==> config.mk <==
export PLATFORM = sky130hd
export DESIGN_NAME = line_delete_tracker
export DESIGN_NICKNAME = d
export VERILOG_FILES = /design/src/rtl/lde_pkg.sv /design/src/rtl/lde_err_counters.sv /design/src/rtl/lde_delete_map.sv /design/src/rtl/lde_svc_arb.sv /design/src/rtl/line_delete_tracker.sv
export SDC_FILE = /design/constraint.sdc
export NUM_CORES = 1
export LEC_CHECK = 0
export ABC_AREA = 1
export BUFFER_PORTS_ARGS = -buffer_cell sky130_fd_sc_hd__buf_2
export CAP_MARGIN = 40
export CORE_ASPECT_RATIO = 0.75
export CORE_MARGIN = 8
export CORE_UTILIZATION = 60
export CTS_CLUSTER_DIAMETER = 120
export DETAILED_ROUTE_END_ITERATION = 8
export GPL_TIMING_DRIVEN = 0
export PLACE_DENSITY = 0.88
export SYNTH_ARGS = -nofsm -noshare
export SYNTH_HDL_FRONTEND = slang
export SYNTH_SLANG_ARGS = --single-unit
==> constraint.sdc <==
create_clock -name clk_i -period 4.75 [get_ports clk_i]
set_input_delay 0.95 -clock clk_i [delete_from_list [all_inputs] [get_ports clk_i]]
set_output_delay 0.95 -clock clk_i [all_outputs]
set_load 0.05 [all_outputs]
==> src/rtl/lde_pkg.sv <==
package lde_pkg;
  typedef enum logic [1:0] {
    ST_CLEAN  = 2'd0,
    ST_CORR   = 2'd1,
    ST_UNCORR = 2'd2,
    ST_RSVD   = 2'd3
  } rd_status_e;

  typedef enum logic [1:0] {
    OP_THRESH = 2'd0,
    OP_DELETE = 2'd1,
    OP_CLEAR  = 2'd2,
    OP_NONE   = 2'd3
  } cfg_op_e;
endpackage

==> src/rtl/lde_err_counters.sv <==
module lde_err_counters #(
  parameter int ENTRIES = 32,
  parameter int CNT_W   = 3,
  localparam int IDX_W  = (ENTRIES > 1) ? $clog2(ENTRIES) : 1
) (
  input  logic               clk_i,
  input  logic               rst_ni,
  input  logic               rd_valid_i,
  input  logic               rd_uncorr_i,
  input  logic [IDX_W-1:0]   rd_idx_i,
  input  logic               clr_i,
  input  logic [IDX_W-1:0]   clr_idx_i,
  input  logic               thr_we_i,
  input  logic [CNT_W-1:0]   thr_i,
  input  logic               ack_i,
  input  logic [IDX_W-1:0]   ack_idx_i,
  output logic [ENTRIES-1:0] flag_o
);
  localparam logic [CNT_W-1:0] CNT_MAX = {CNT_W{1'b1}};

  logic [CNT_W-1:0]   thr_q;
  logic [ENTRIES-1:0] flag_w;

  always_ff @(posedge clk_i or negedge rst_ni) begin
    if (!rst_ni)       thr_q <= '0;
    else if (thr_we_i) thr_q <= thr_i;
  end

  for (genvar e = 0; e < ENTRIES; e++) begin : g_ent
    logic [CNT_W-1:0] cnt_q, cnt_d;
    logic             flag_q;
    logic             inc, clr, reach;

    assign inc   = rd_valid_i && rd_uncorr_i && (rd_idx_i == IDX_W'(e));
    assign clr   = clr_i && (clr_idx_i == IDX_W'(e));
    // old threshold is used when it is rewritten in the same cycle
    assign reach = inc && !clr && (cnt_q != CNT_MAX) && (thr_q != '0) &&
                   (CNT_W'(cnt_q + 1'b1) == thr_q);

    always_comb begin
      cnt_d = cnt_q;
      if (clr)                          cnt_d = '0;
      else if (inc && cnt_q != CNT_MAX) cnt_d = CNT_W'(cnt_q + 1'b1);
    end

    always_ff @(posedge clk_i or negedge rst_ni) begin
      if (!rst_ni) begin
        cnt_q  <= '0;
        flag_q <= 1'b0;
      end else begin
        cnt_q <= cnt_d;
        if (reach)                                 flag_q <= 1'b1;
        else if (ack_i && ack_idx_i == IDX_W'(e))  flag_q <= 1'b0;
      end
    end

    assign flag_w[e] = flag_q;

    // a saturated counter holds unless cleared
    p_sat_hold_r7: assert property (@(posedge clk_i) disable iff (!rst_ni)
      (cnt_q == CNT_MAX && !clr) |=> cnt_q == CNT_MAX);
    // reads that are not uncorrectable leave the counter alone
    p_soft_read_r2: assert property (@(posedge clk_i) disable iff (!rst_ni)
      (rd_valid_i && !rd_uncorr_i && !clr) |=> $stable(cnt_q));
  end

  assign flag_o = flag_w;

  // zero threshold never creates a pending entry
  p_thr_zero_r6: assert property (@(posedge clk_i) disable iff (!rst_ni)
    (thr_q == '0 && flag_w == '0) |=> flag_w == '0);
endmodule

==> src/rtl/lde_delete_map.sv <==
module lde_delete_map #(
  parameter int ROWS   = 8,
  parameter int WAYS   = 4,
  localparam int ROW_W = (ROWS > 1) ? $clog2(ROWS) : 1,
  localparam int WAY_W = (WAYS > 1) ? $clog2(WAYS) : 1
) (
  input  logic             clk_i,
  input  logic             rst_ni,
  input  logic             del_we_i,
  input  logic [ROW_W-1:0] del_row_i,
  input  logic [WAY_W-1:0] del_way_i,
  input  logic             wr_valid_i,
  input  logic             wr_alloc_i,
  input  logic [ROW_W-1:0] wr_row_i,
  input  logic [WAY_W-1:0] wr_way_i,
  output logic             wr_en_o,
  output logic [WAY_W-1:0] wr_way_o,
  output logic             wr_drop_o
);
  logic [WAYS-1:0] del_q [ROWS];
  logic [WAYS-1:0] row_del;
  logic            free_found;
  logic [WAY_W-1:0] free_way;

  for (genvar r = 0; r < ROWS; r++) begin : g_row
    always_ff @(posedge clk_i or negedge rst_ni) begin
      if (!rst_ni) del_q[r] <= '0;
      else if (del_we_i && del_row_i == ROW_W'(r))
        del_q[r] <= del_q[r] | (WAYS'(1) << del_way_i);
    end

    // a deleted entry stays deleted
    p_del_sticky_r8: assert property (@(posedge clk_i) disable iff (!rst_ni)
      1'b1 |=> ((del_q[r] & $past(del_q[r])) == $past(del_q[r])));
  end

  assign row_del = del_q[wr_row_i];

  always_comb begin
    free_found = 1'b0;
    free_way   = '0;
    for (int w = WAYS - 1; w >= 0; w--) begin
      if (!row_del[w]) begin
        free_found = 1'b1;
        free_way   = WAY_W'(w);
      end
    end
  end

  always_comb begin
    wr_en_o   = 1'b0;
    wr_way_o  = '0;
    wr_drop_o = 1'b0;
    if (wr_valid_i) begin
      if (wr_alloc_i) begin
        wr_en_o   = free_found;
        wr_way_o  = free_found ? free_way : '0;
        wr_drop_o = !free_found;
      end else if (!row_del[wr_way_i]) begin
        wr_en_o  = 1'b1;
        wr_way_o = wr_way_i;
      end
    end
  end

  // a dropped write is never enabled
  always_comb begin
    p_drop_excl_r10: assert (!(wr_en_o && wr_drop_o));
  end
endmodule

==> src/rtl/lde_svc_arb.sv <==
module lde_svc_arb #(
  parameter int ENTRIES = 32,
  localparam int IDX_W  = (ENTRIES > 1) ? $clog2(ENTRIES) : 1
) (
  input  logic [ENTRIES-1:0] flag_i,
  output logic               req_o,
  output logic [IDX_W-1:0]   idx_o
);
  always_comb begin
    req_o = 1'b0;
    idx_o = '0;
    for (int i = ENTRIES - 1; i >= 0; i--) begin
      if (flag_i[i]) begin
        req_o = 1'b1;
        idx_o = IDX_W'(i);
      end
    end
  end
endmodule

==> src/rtl/line_delete_tracker.sv <==
module line_delete_tracker #(
  parameter int ROWS   = 8,
  parameter int WAYS   = 4,
  parameter int CNT_W  = 3,
  localparam int ROW_W = (ROWS > 1) ? $clog2(ROWS) : 1,
  localparam int WAY_W = (WAYS > 1) ? $clog2(WAYS) : 1
) (
  input  logic             clk_i,
  input  logic             rst_ni,
  input  logic             rd_valid_i,
  input  logic [ROW_W-1:0] rd_row_i,
  input  logic [WAY_W-1:0] rd_way_i,
  input  logic [1:0]       rd_status_i,
  input  logic             cfg_we_i,
  input  logic [1:0]       cfg_op_i,
  input  logic [ROW_W-1:0] cfg_row_i,
  input  logic [WAY_W-1:0] cfg_way_i,
  input  logic [CNT_W-1:0] cfg_data_i,
  input  logic             wr_valid_i,
  input  logic             wr_alloc_i,
  input  logic [ROW_W-1:0] wr_row_i,
  input  logic [WAY_W-1:0] wr_way_i,
  output logic             wr_en_o,
  output logic [WAY_W-1:0] wr_way_o,
  output logic             wr_drop_o,
  output logic             svc_req_o,
  output logic [ROW_W-1:0] svc_row_o,
  output logic [WAY_W-1:0] svc_way_o,
  input  logic             svc_ack_i
);
  import lde_pkg::*;

  localparam int ENTRIES = ROWS * WAYS;
  localparam int IDX_W   = (ENTRIES > 1) ? $clog2(ENTRIES) : 1;

  rd_status_e       rd_status;
  cfg_op_e          cfg_op;
  logic [IDX_W-1:0] rd_idx, cfg_idx, svc_idx;
  logic [ENTRIES-1:0] flags;
  logic             rd_uncorr;

  assign rd_status = rd_status_e'(rd_status_i);
  assign cfg_op    = cfg_op_e'(cfg_op_i);
  assign rd_uncorr = (rd_status == ST_UNCORR);
  assign rd_idx    = IDX_W'(IDX_W'(rd_row_i) * IDX_W'(WAYS) + IDX_W'(rd_way_i));
  assign cfg_idx   = IDX_W'(IDX_W'(cfg_row_i) * IDX_W'(WAYS) + IDX_W'(cfg_way_i));

  lde_err_counters #(.ENTRIES(ENTRIES), .CNT_W(CNT_W)) u_cnt (
    .clk_i       (clk_i),
    .rst_ni      (rst_ni),
    .rd_valid_i  (rd_valid_i),
    .rd_uncorr_i (rd_uncorr),
    .rd_idx_i    (rd_idx),
    .clr_i       (cfg_we_i && cfg_op == OP_CLEAR),
    .clr_idx_i   (cfg_idx),
    .thr_we_i    (cfg_we_i && cfg_op == OP_THRESH),
    .thr_i       (cfg_data_i),
    .ack_i       (svc_ack_i && svc_req_o),
    .ack_idx_i   (svc_idx),
    .flag_o      (flags)
  );

  lde_svc_arb #(.ENTRIES(ENTRIES)) u_arb (
    .flag_i (flags),
    .req_o  (svc_req_o),
    .idx_o  (svc_idx)
  );

  assign svc_row_o = ROW_W'(svc_idx / IDX_W'(WAYS));
  assign svc_way_o = WAY_W'(svc_idx % IDX_W'(WAYS));

  lde_delete_map #(.ROWS(ROWS), .WAYS(WAYS)) u_del (
    .clk_i      (clk_i),
    .rst_ni     (rst_ni),
    .del_we_i   (cfg_we_i && cfg_op == OP_DELETE),
    .del_row_i  (cfg_row_i),
    .del_way_i  (cfg_way_i),
    .wr_valid_i (wr_valid_i),
    .wr_alloc_i (wr_alloc_i),
    .wr_row_i   (wr_row_i),
    .wr_way_i   (wr_way_i),
    .wr_en_o    (wr_en_o),
    .wr_way_o   (wr_way_o),
    .wr_drop_o  (wr_drop_o)
  );

  // request holds until acknowledged
  p_req_held_r5: assert property (@(posedge clk_i) disable iff (!rst_ni)
    (svc_req_o && !svc_ack_i) |=> svc_req_o);
  // acknowledging the only pending entry, with no new error, drops the request
  p_ack_clears_r5: assert property (@(posedge clk_i) disable iff (!rst_ni)
    (svc_req_o && svc_ack_i && $countones(flags) == 1 && !(rd_valid_i && rd_uncorr))
    |=> !svc_req_o);
endmodule

==> results of run 1 <==
state kept, by name, indices dropped and copies added, names as in the netlist:
signal / cells
u_cnt.g_ent.cnt_q: 96
u_cnt.thr_q: 3
u_del.del_q: 32
u_cnt.g_ent.flag_q: 32
cells in the mapped netlist (all sizes together):
| master | number | area (µm²) |
|---|---|---|
| nor3 | 33 | 165 |
| a311oi | 1 | 8.76 |
| nor4 | 5 | 31.3 |
| mux2 | 2 | 22.5 |
| o21bai | 24 | 180 |
| a31oi | 3 | 18.8 |
| o2111ai | 2 | 17.5 |
| nand4 | 13 | 81.3 |
| ha | 64 | 801 |
| o41ai | 1 | 8.76 |
| and2 | 1 | 6.26 |
| xnor2 | 33 | 289 |
| nor2 | 89 | 334 |
| clkinv | 1 | 3.75 |
| inv | 192 | 721 |
| clkbuf | 25 | 93.8 |
| a2111o | 1 | 11.3 |
| a21oi | 43 | 215 |
| o21ai | 165 | 826 |
| nand3b | 3 | 22.5 |
| nand3 | 40 | 200 |
| dfrtp | 163 | 4080 |
| a22oi | 1 | 7.51 |
| o32ai | 5 | 43.8 |
| buf | 5 | 20.0 |
| a22o | 15 | 131 |
| nand2 | 235 | 916 |
| o211ai | 15 | 113 |
| xor2 | 20 | 175 |
| a211oi | 18 | 135 |
| o31ai | 1 | 7.51 |
| a221oi | 12 | 105 |
final timing paths:
kind,slack [ns],end,cells after the start
min in group clk_i,0.46,u_del.del_q[21],2
max reg2reg,1.65,u_cnt.g_ent[30].flag_q,32
min,0.45,u_cnt.g_ent[6].cnt_q[2],1
max,0.69,wr_drop_o,11
min reg2reg,0.46,u_del.del_q[21],2
max in group asynchronous,3.46,u_cnt.g_ent[1].cnt_q[2],2
cell families (layout without fill, tap and decap cells):
logic type,after synthesis,count (layout),synth area share (%)
AOI/OAI and AO/OA,307,307,18.7
xor gates and xnor gates,53,53,4.74
adders and majority gates,64,64,8.18
buffers and inverters,223,293,8.56
DFF,163,163,41.7
muxes,2,2,0.230
and+or+nand+nor,419,419,17.9
routing by layer:
layer	wire length [µm]	part of all wire [%]	GRT usage, %
met1	11800	42	37.5
met2	12100	42	40.9
met4	837	2.9	8.85
met5	0	0	0
met3	3670	13	10.6
critical path, delay by kind of cell:
| kind | cells | cell delay, ns |
|---|---|---|
| buf+inv | 5 | 0.98 |
| compound gates | 3 | 0.60 |
| simple gates | 3 | 0.56 |
cell type report:
| type | count | area (µm²) |
|---|---|---|
| fillers | 1265 | 5150 |
| multi-input cells | 845 | 4870 |
| flip-flops and latches | 163 | 4080 |
| plain buffers | 30 | 114 |
| clock inverters | 15 | 159 |
| inverters | 193 | 724 |
| clock buffers | 17 | 425 |
| well taps | 210 | 263 |
| repair buffers | 38 | 225 |
stage by stage:
step	area, µm²	std cells
floorplan	9790	1231
global placement	10200	1477
detailed placement	10300	1479
CTS	10900	1511
global route	10900	1511
finish	10900	1511
power groups by stage:
| stage | Clock, mW | Sequential, mW | Combinational, mW |
|---|---|---|---|
| 2_1_floorplan | 0 | 1.57 | 1.12 |
| 3_3_place_gp | 0 | 1.59 | 1.48 |
| 3_5_place_dp | 0 | 1.60 | 1.52 |
| 4_1_cts | 1.39 | 1.57 | 1.54 |
| 5_1_grt | 1.45 | 1.59 | 1.72 |
| 6_report | 1.38 | 1.57 | 1.58 |
==> impl_metrics.py, run 1 <==
metrics = {
    "floorplan": {
        "die_w_um": 164,
        "coreArea_um2": 16000,
        "initial_core_util_pct": 61.1,
        "pin_count": 39,
        "rows": 40,
        "die_h_um": 127,
        "dieArea_um2": 20700,
    },
    "sta": {
        "fin_crit_sh_pct": 85.5,
        "final.setup.worst_slack_ns": 0.689,
        "hold_viol_final": 0,
        "min_period_ns": 4.06,
        "setup_violations": 0,
        "max_clock_freq_mhz": 246,
        "slew_headroom_pct": 37.5,
        "fin_hold_ws_ns": 0.446,
        "drv_slew": 0,
        "tightest_slew_ns": 0.937,
        "tns_ns": 0,
        "rsz0062_at_grt": "no",
        "fin_skew_ns": 0.00975,
    },
    "power_and_ir_drop": {
        "p_total_mw": 4.54,
        "p_clk_share_pct": 30.5,
        "pwr_density_cell_nw_per_um2": 418,
        "power_frac_comb_pct": 34.8,
        "p_switching_mw": 1.92,
        "p_seq_share_pct": 34.7,
        "p_sw_share_pct": 42.3,
        "peakVddDrop_v": 0.000343,
        "power.internal_mw": 2.62,
        "power_leakage_nw": 5.38,
    },
    "place": {
        "dpl.hpwl_um": 20700,
        "port_buffers": 36,
        "dpl_worst_slack_ns": 0.760,
        "gp_congestion": 0.968,
    },
    "clock_network": {
        "holdBufCountCts": 0,
        "clk_pin_slew_worst_paths_ns": 0.06,
        "cts_tree": "done",
        "clk_path_buf_depth": 2,
        "htreeDepth": 4,
        "clock_sinks": 163,
        "clock_latency_ns": 0.44,
        "cts_setup_buffers": 0,
        "ctsResizeCount": 0,
        "root_buffer": "clkbuf_16",
        "numCtsBuffers": 17,
    },
    "critical_path": {
        "crit_chain": "clkbuf_1 -> inv_1 -> a21oi_1 -> o21ai_0 -> nand2_1 -> inv_1 -> o21ai_0 -> inv_1 -> nor4_1 -> and2_1 -> buf_2",
        "r2r_start": "u_cnt.g_ent[31].flag_q",
        "path_max_fanout": 9,
        "crit_path_max_incr_delay_ns": 0.35,
        "worst_path_most_repeated_cell": "inv_1",
        "cpMaxStageDelayCell": "clkbuf_1",
        "startpoint": "wr_row_i[1]",
        "cp.arrival_ns": 3.11,
        "path_class": "primary input to output pin",
        "required_ns": 3.80,
        "end_kind": "output pin",
        "startpoint_type": "primary input",
    },
    "logic_synthesis": {
        "syn_avg_cell_area_um2": 7.95,
        "ys_types": 38,
        "synth-seq-area-share_pct": 41.7,
        "synth_nets": 1324,
        "ys_seq_elements": 163,
        "synth_warnings": 0,
        "syn_inst": 1231,
        "synth_area_um2": 9790,
    },
    "route": {
        "wl_per_cell_um": 18.8,
        "drtPass1Iterations": 7,
        "finalWirelength_um": 28400,
        "drcViolationCount": 0,
        "dr.first_iter.drc_count": 1229,
        "via_per_inst": 6.16,
        "vias": 9301,
        "antenna_left": 0,
    },
    "min_path": {
        "hold_path_class": "primary input to async pin",
    },
    "cells_and_area": {
        "final_layout_size_suffix_gt1_share_pct": 6.00,
        "fin_nets": 1381,
        "final_common_cell": "nand2_1",
        "antenna_cells": 0,
        "syn_to_final_growth_pct": 11.0,
        "layout_common_cells": "nand2_1, inv_1, dfrtp_1",
        "final_util_pct": 67.8,
    },
    "global_routing": {
        "grt_usage_pct": 27.9,
        "grt_pass1_vias": 8811,
        "grt_max_degree": 100,
        "grt_pass1_wl_um": 45500,
        "gr-total-overflow": 0,
        "antenna_found_initial": 0,
    },
    "status": {
        "status": "complete, no violations",
    },
    "run": {
        "drv_cap": 0,
    },
}
(Power assumes the default switching activity.)
==> inputs of run 2 (changes only) <==
Settings changed: ABC_AREA 1 to not set.
Clock period 4.75 ns to 5 ns, I/O delays scaled along.
==> run 2 against run 1 <==
Synthesized cell count decreased by 23%. Clock skew decreased by 0.0021 ns. Routed wire length decreased by 13%. Clock-buffer cell count increased by 4. Area after synthesis decreased by 2.8%. Combinational power decreased by 33%. Cell area decreased by 2.6%. Power decreased by 15%. Sequential cell count unchanged. Critical path depth decreased by 3.
==> impl_metrics.py, run 2 <==
metrics = {
    "sta": {
        "final.setup.worst_slack_ns": 0.669,
        "rsz0062_at_grt": "no",
        "hold_viol_final": 0,
        "setup_violations": 0,
        "tightest_slew_ns": 0.940,
        "tns_ns": 0,
        "fin_skew_ns": 0.00769,
        "min_period_ns": 4.33,
        "drv_slew": 0,
        "fin_crit_sh_pct": 86.6,
        "slew_headroom_pct": 37.4,
        "max_clock_freq_mhz": 231,
    },
    "power_and_ir_drop": {
        "power_frac_comb_pct": 27.4,
        "p_clk_share_pct": 33.2,
        "p_total_mw": 3.86,
        "peakVddDrop_v": 0.000252,
        "p_seq_share_pct": 39.3,
        "p_switching_mw": 1.36,
        "power.internal_mw": 2.50,
        "p_sw_share_pct": 35.2,
        "power_leakage_nw": 5.37,
        "pwr_density_cell_nw_per_um2": 365,
    },
    "min_path": {
        "hold_depth": 1,
        "hold_path_startpoint": "u_del.del_q[7]",
        "worstHoldEndpoint": "u_del.del_q[7]",
        "hold_path_class": "flip-flop to flip-flop",
    },
    "critical_path": {
        "path_class": "primary input to output pin",
        "startpoint": "wr_row_i[1]",
        "startpoint_type": "primary input",
        "r2r_slack_ns": 2.10,
        "r2r_start": "u_cnt.g_ent[6].flag_q",
        "required_ns": 4.00,
        "rr_worst_depth": 8,
        "path_max_fanout": 8,
        "end_kind": "output pin",
        "timing.rr.end": "u_cnt.g_ent[12].flag_q",
        "cp.arrival_ns": 3.33,
    },
    "cells_and_area": {
        "final_common_cell": "nor2_1",
        "layout_common_cells": "nor2_1, dfrtp_1, mux2i_1",
        "n_fill_cell": 1180,
        "final_layout_size_suffix_gt1_share_pct": 8.83,
        "syn_to_final_growth_pct": 11.2,
        "largest_register_ffs": 96,
        "antenna_cells": 0,
        "fin_nets": 1099,
        "top_register": "u_cnt.g_ent.cnt_q",
        "reg_top3": "u_cnt.g_ent.cnt_q: 96 flops, u_cnt.g_ent.flag_q: 32 flops, u_del.del_q: 32 flops",
        "register_area_um2": 4080,
        "multi_input_area_um2": 5220,
    },
    "route": {
        "antenna_left": 0,
        "drtPass1Iterations": 5,
        "finalWirelength_um": 24600,
        "vias": 7695,
        "via_per_inst": 6.26,
        "dr.first_iter.drc_count": 828,
        "wl_per_cell_um": 20.0,
        "drcViolationCount": 0,
    },
    "clock_network": {
        "htreeDepth": 4,
        "ctsResizeCount": 0,
        "root_buffer": "clkbuf_16",
        "holdBufCountCts": 0,
        "clk_path_buf_depth": 2,
        "numCtsBuffers": 17,
        "cts_tree": "done",
        "clock_latency_ns": 0.44,
        "clk_pin_slew_worst_paths_ns": 0.07,
        "cts_setup_buffers": 0,
        "clock_sinks": 163,
    },
    "logic_synthesis": {
        "synth_most_common_cell": "nor2_1",
        "ys_seq_elements": 163,
        "synth_flop_cell": "dfrtp_1",
        "ys_types": 52,
        "synth_top_area_share_pct": 42.9,
        "async_reset_ff_share_pct": 100,
        "synth_nets": 1042,
        "synth-seq-area-share_pct": 42.9,
        "synth_warnings": 0,
        "synth_area_leader_cell": "dfrtp_1",
        "synth-edff-count": 0,
        "netlist_top_cells_count": "nor2_1, dfrtp_1, mux2i_1, ha_1, xnor2_1",
        "synth_area_leaders": "dfrtp_1, ha_1, mux2i_1",
        "syn_avg_cell_area_um2": 10.0,
        "syn_inst": 949,
        "synth_area_um2": 9510,
    },
    "global_routing": {
        "antenna_found_initial": 0,
        "grt_max_degree": 98,
        "grt_pass1_vias": 7731,
        "gr-total-overflow": 0,
        "grt_pass1_wl_um": 40200,
        "grt_usage_pct": 25.0,
    },
    "place": {
        "dpl.hpwl_um": 18000,
        "dpl_worst_slack_ns": 0.712,
        "port_buffers": 36,
        "gp_congestion": 0.999,
    },
    "floorplan": {
        "pin_count": 39,
        "die_w_um": 161,
        "die_h_um": 125,
        "dieArea_um2": 20200,
        "initial_core_util_pct": 60.3,
        "coreArea_um2": 15800,
        "rows": 40,
    },
    "status": {
        "status": "complete, no violations",
    },
    "run": {
        "drv_cap": 0,
    },
}
[run 2: cell types whose count changed after synthesis, sizes merged, moves of 20 or more]
cell | before | now
xor2 | 20 | 40
xnor2 | 33 | 56
nor2 | 89 | 168
nor3 | 33 | 11
a211o | 0 | 20
a21oi | 43 | 7
inv | 192 | 8
mux2i | 0 | 66
nand3 | 40 | 9
o21ai | 165 | 60
nand2 | 235 | 40
[run 2: cell type report]
class	count	area share, %
buffer	48	1.72
clock buffer	21	4.45
timing repair buffer	38	2.16
tap	210	2.48
sequential	163	38.6
clock inverter	11	0.970
multi-input combinational	730	49.4
inverter	8	0.284
[run 2: per-layer routing]
metal	GRT usage, %	up-vias	part of all wire (%)
met4	8.58	0	2.0
li1	-	3501	-
met5	0	-	0
met2	39.0	329	47
met1	33.7	3824	43
met3	5.67	41	8.2
[run 2: cells by family after synthesis]
family / after synthesis / share of synthesized area [%]
mux: 80 / 9.55
fa+ha+maj: 64 / 8.42
simple gates: 309 / 15.0
flops: 163 / 42.9
xor+xnor: 96 / 8.84
buf+inv: 56 / 2.22
compound gates: 181 / 13.1
[run 2: worst max-delay path by stage]
stage	end	slack (ns)	depth (start not counted)
floorplan	wr_way_o[0]	0.23	7
global placement	u_del.del_q[22]	0.49	1
detailed placement	wr_way_o[0]	0.71	8
CTS	wr_way_o[0]	0.70	8
global route	wr_way_o[0]	0.57	8
finish	wr_way_o[0]	0.67	8
[run 2: power groups by stage]
stage / Sequential, mW / Combinational (mW) / Clock (mW)
6_report: 1.52 / 1.06 / 1.28
5_1_grt: 1.53 / 1.13 / 1.34
4_1_cts: 1.51 / 1.04 / 1.29
3_5_place_dp: 1.53 / 1.03 / 0
3_3_place_gp: 1.53 / 0.995 / 0
2_1_floorplan: 1.51 / 0.729 / 0
[run 2: through the flow]
step	cells	util, %	instance area [µm²]	hold slack [ns]
after floorplan	949	-	9510	0.423
after global placement	1195	63.2	9960	0.433
after detailed placement	1197	63.5	10000	0.441
after CTS	1229	67.1	10600	0.455
after global routing	1229	67.1	10600	0.476
final	1229	67.1	10600	0.454
[run 2: critical path, cell delays in order]
cell      delay [ns]
clkbuf_1        0.44
mux4_2          0.60
mux2_2          0.31
o21ai_0         0.19
mux2_2          0.19
o21ai_0         0.10
a311oi_1        0.20
buf_2           0.30
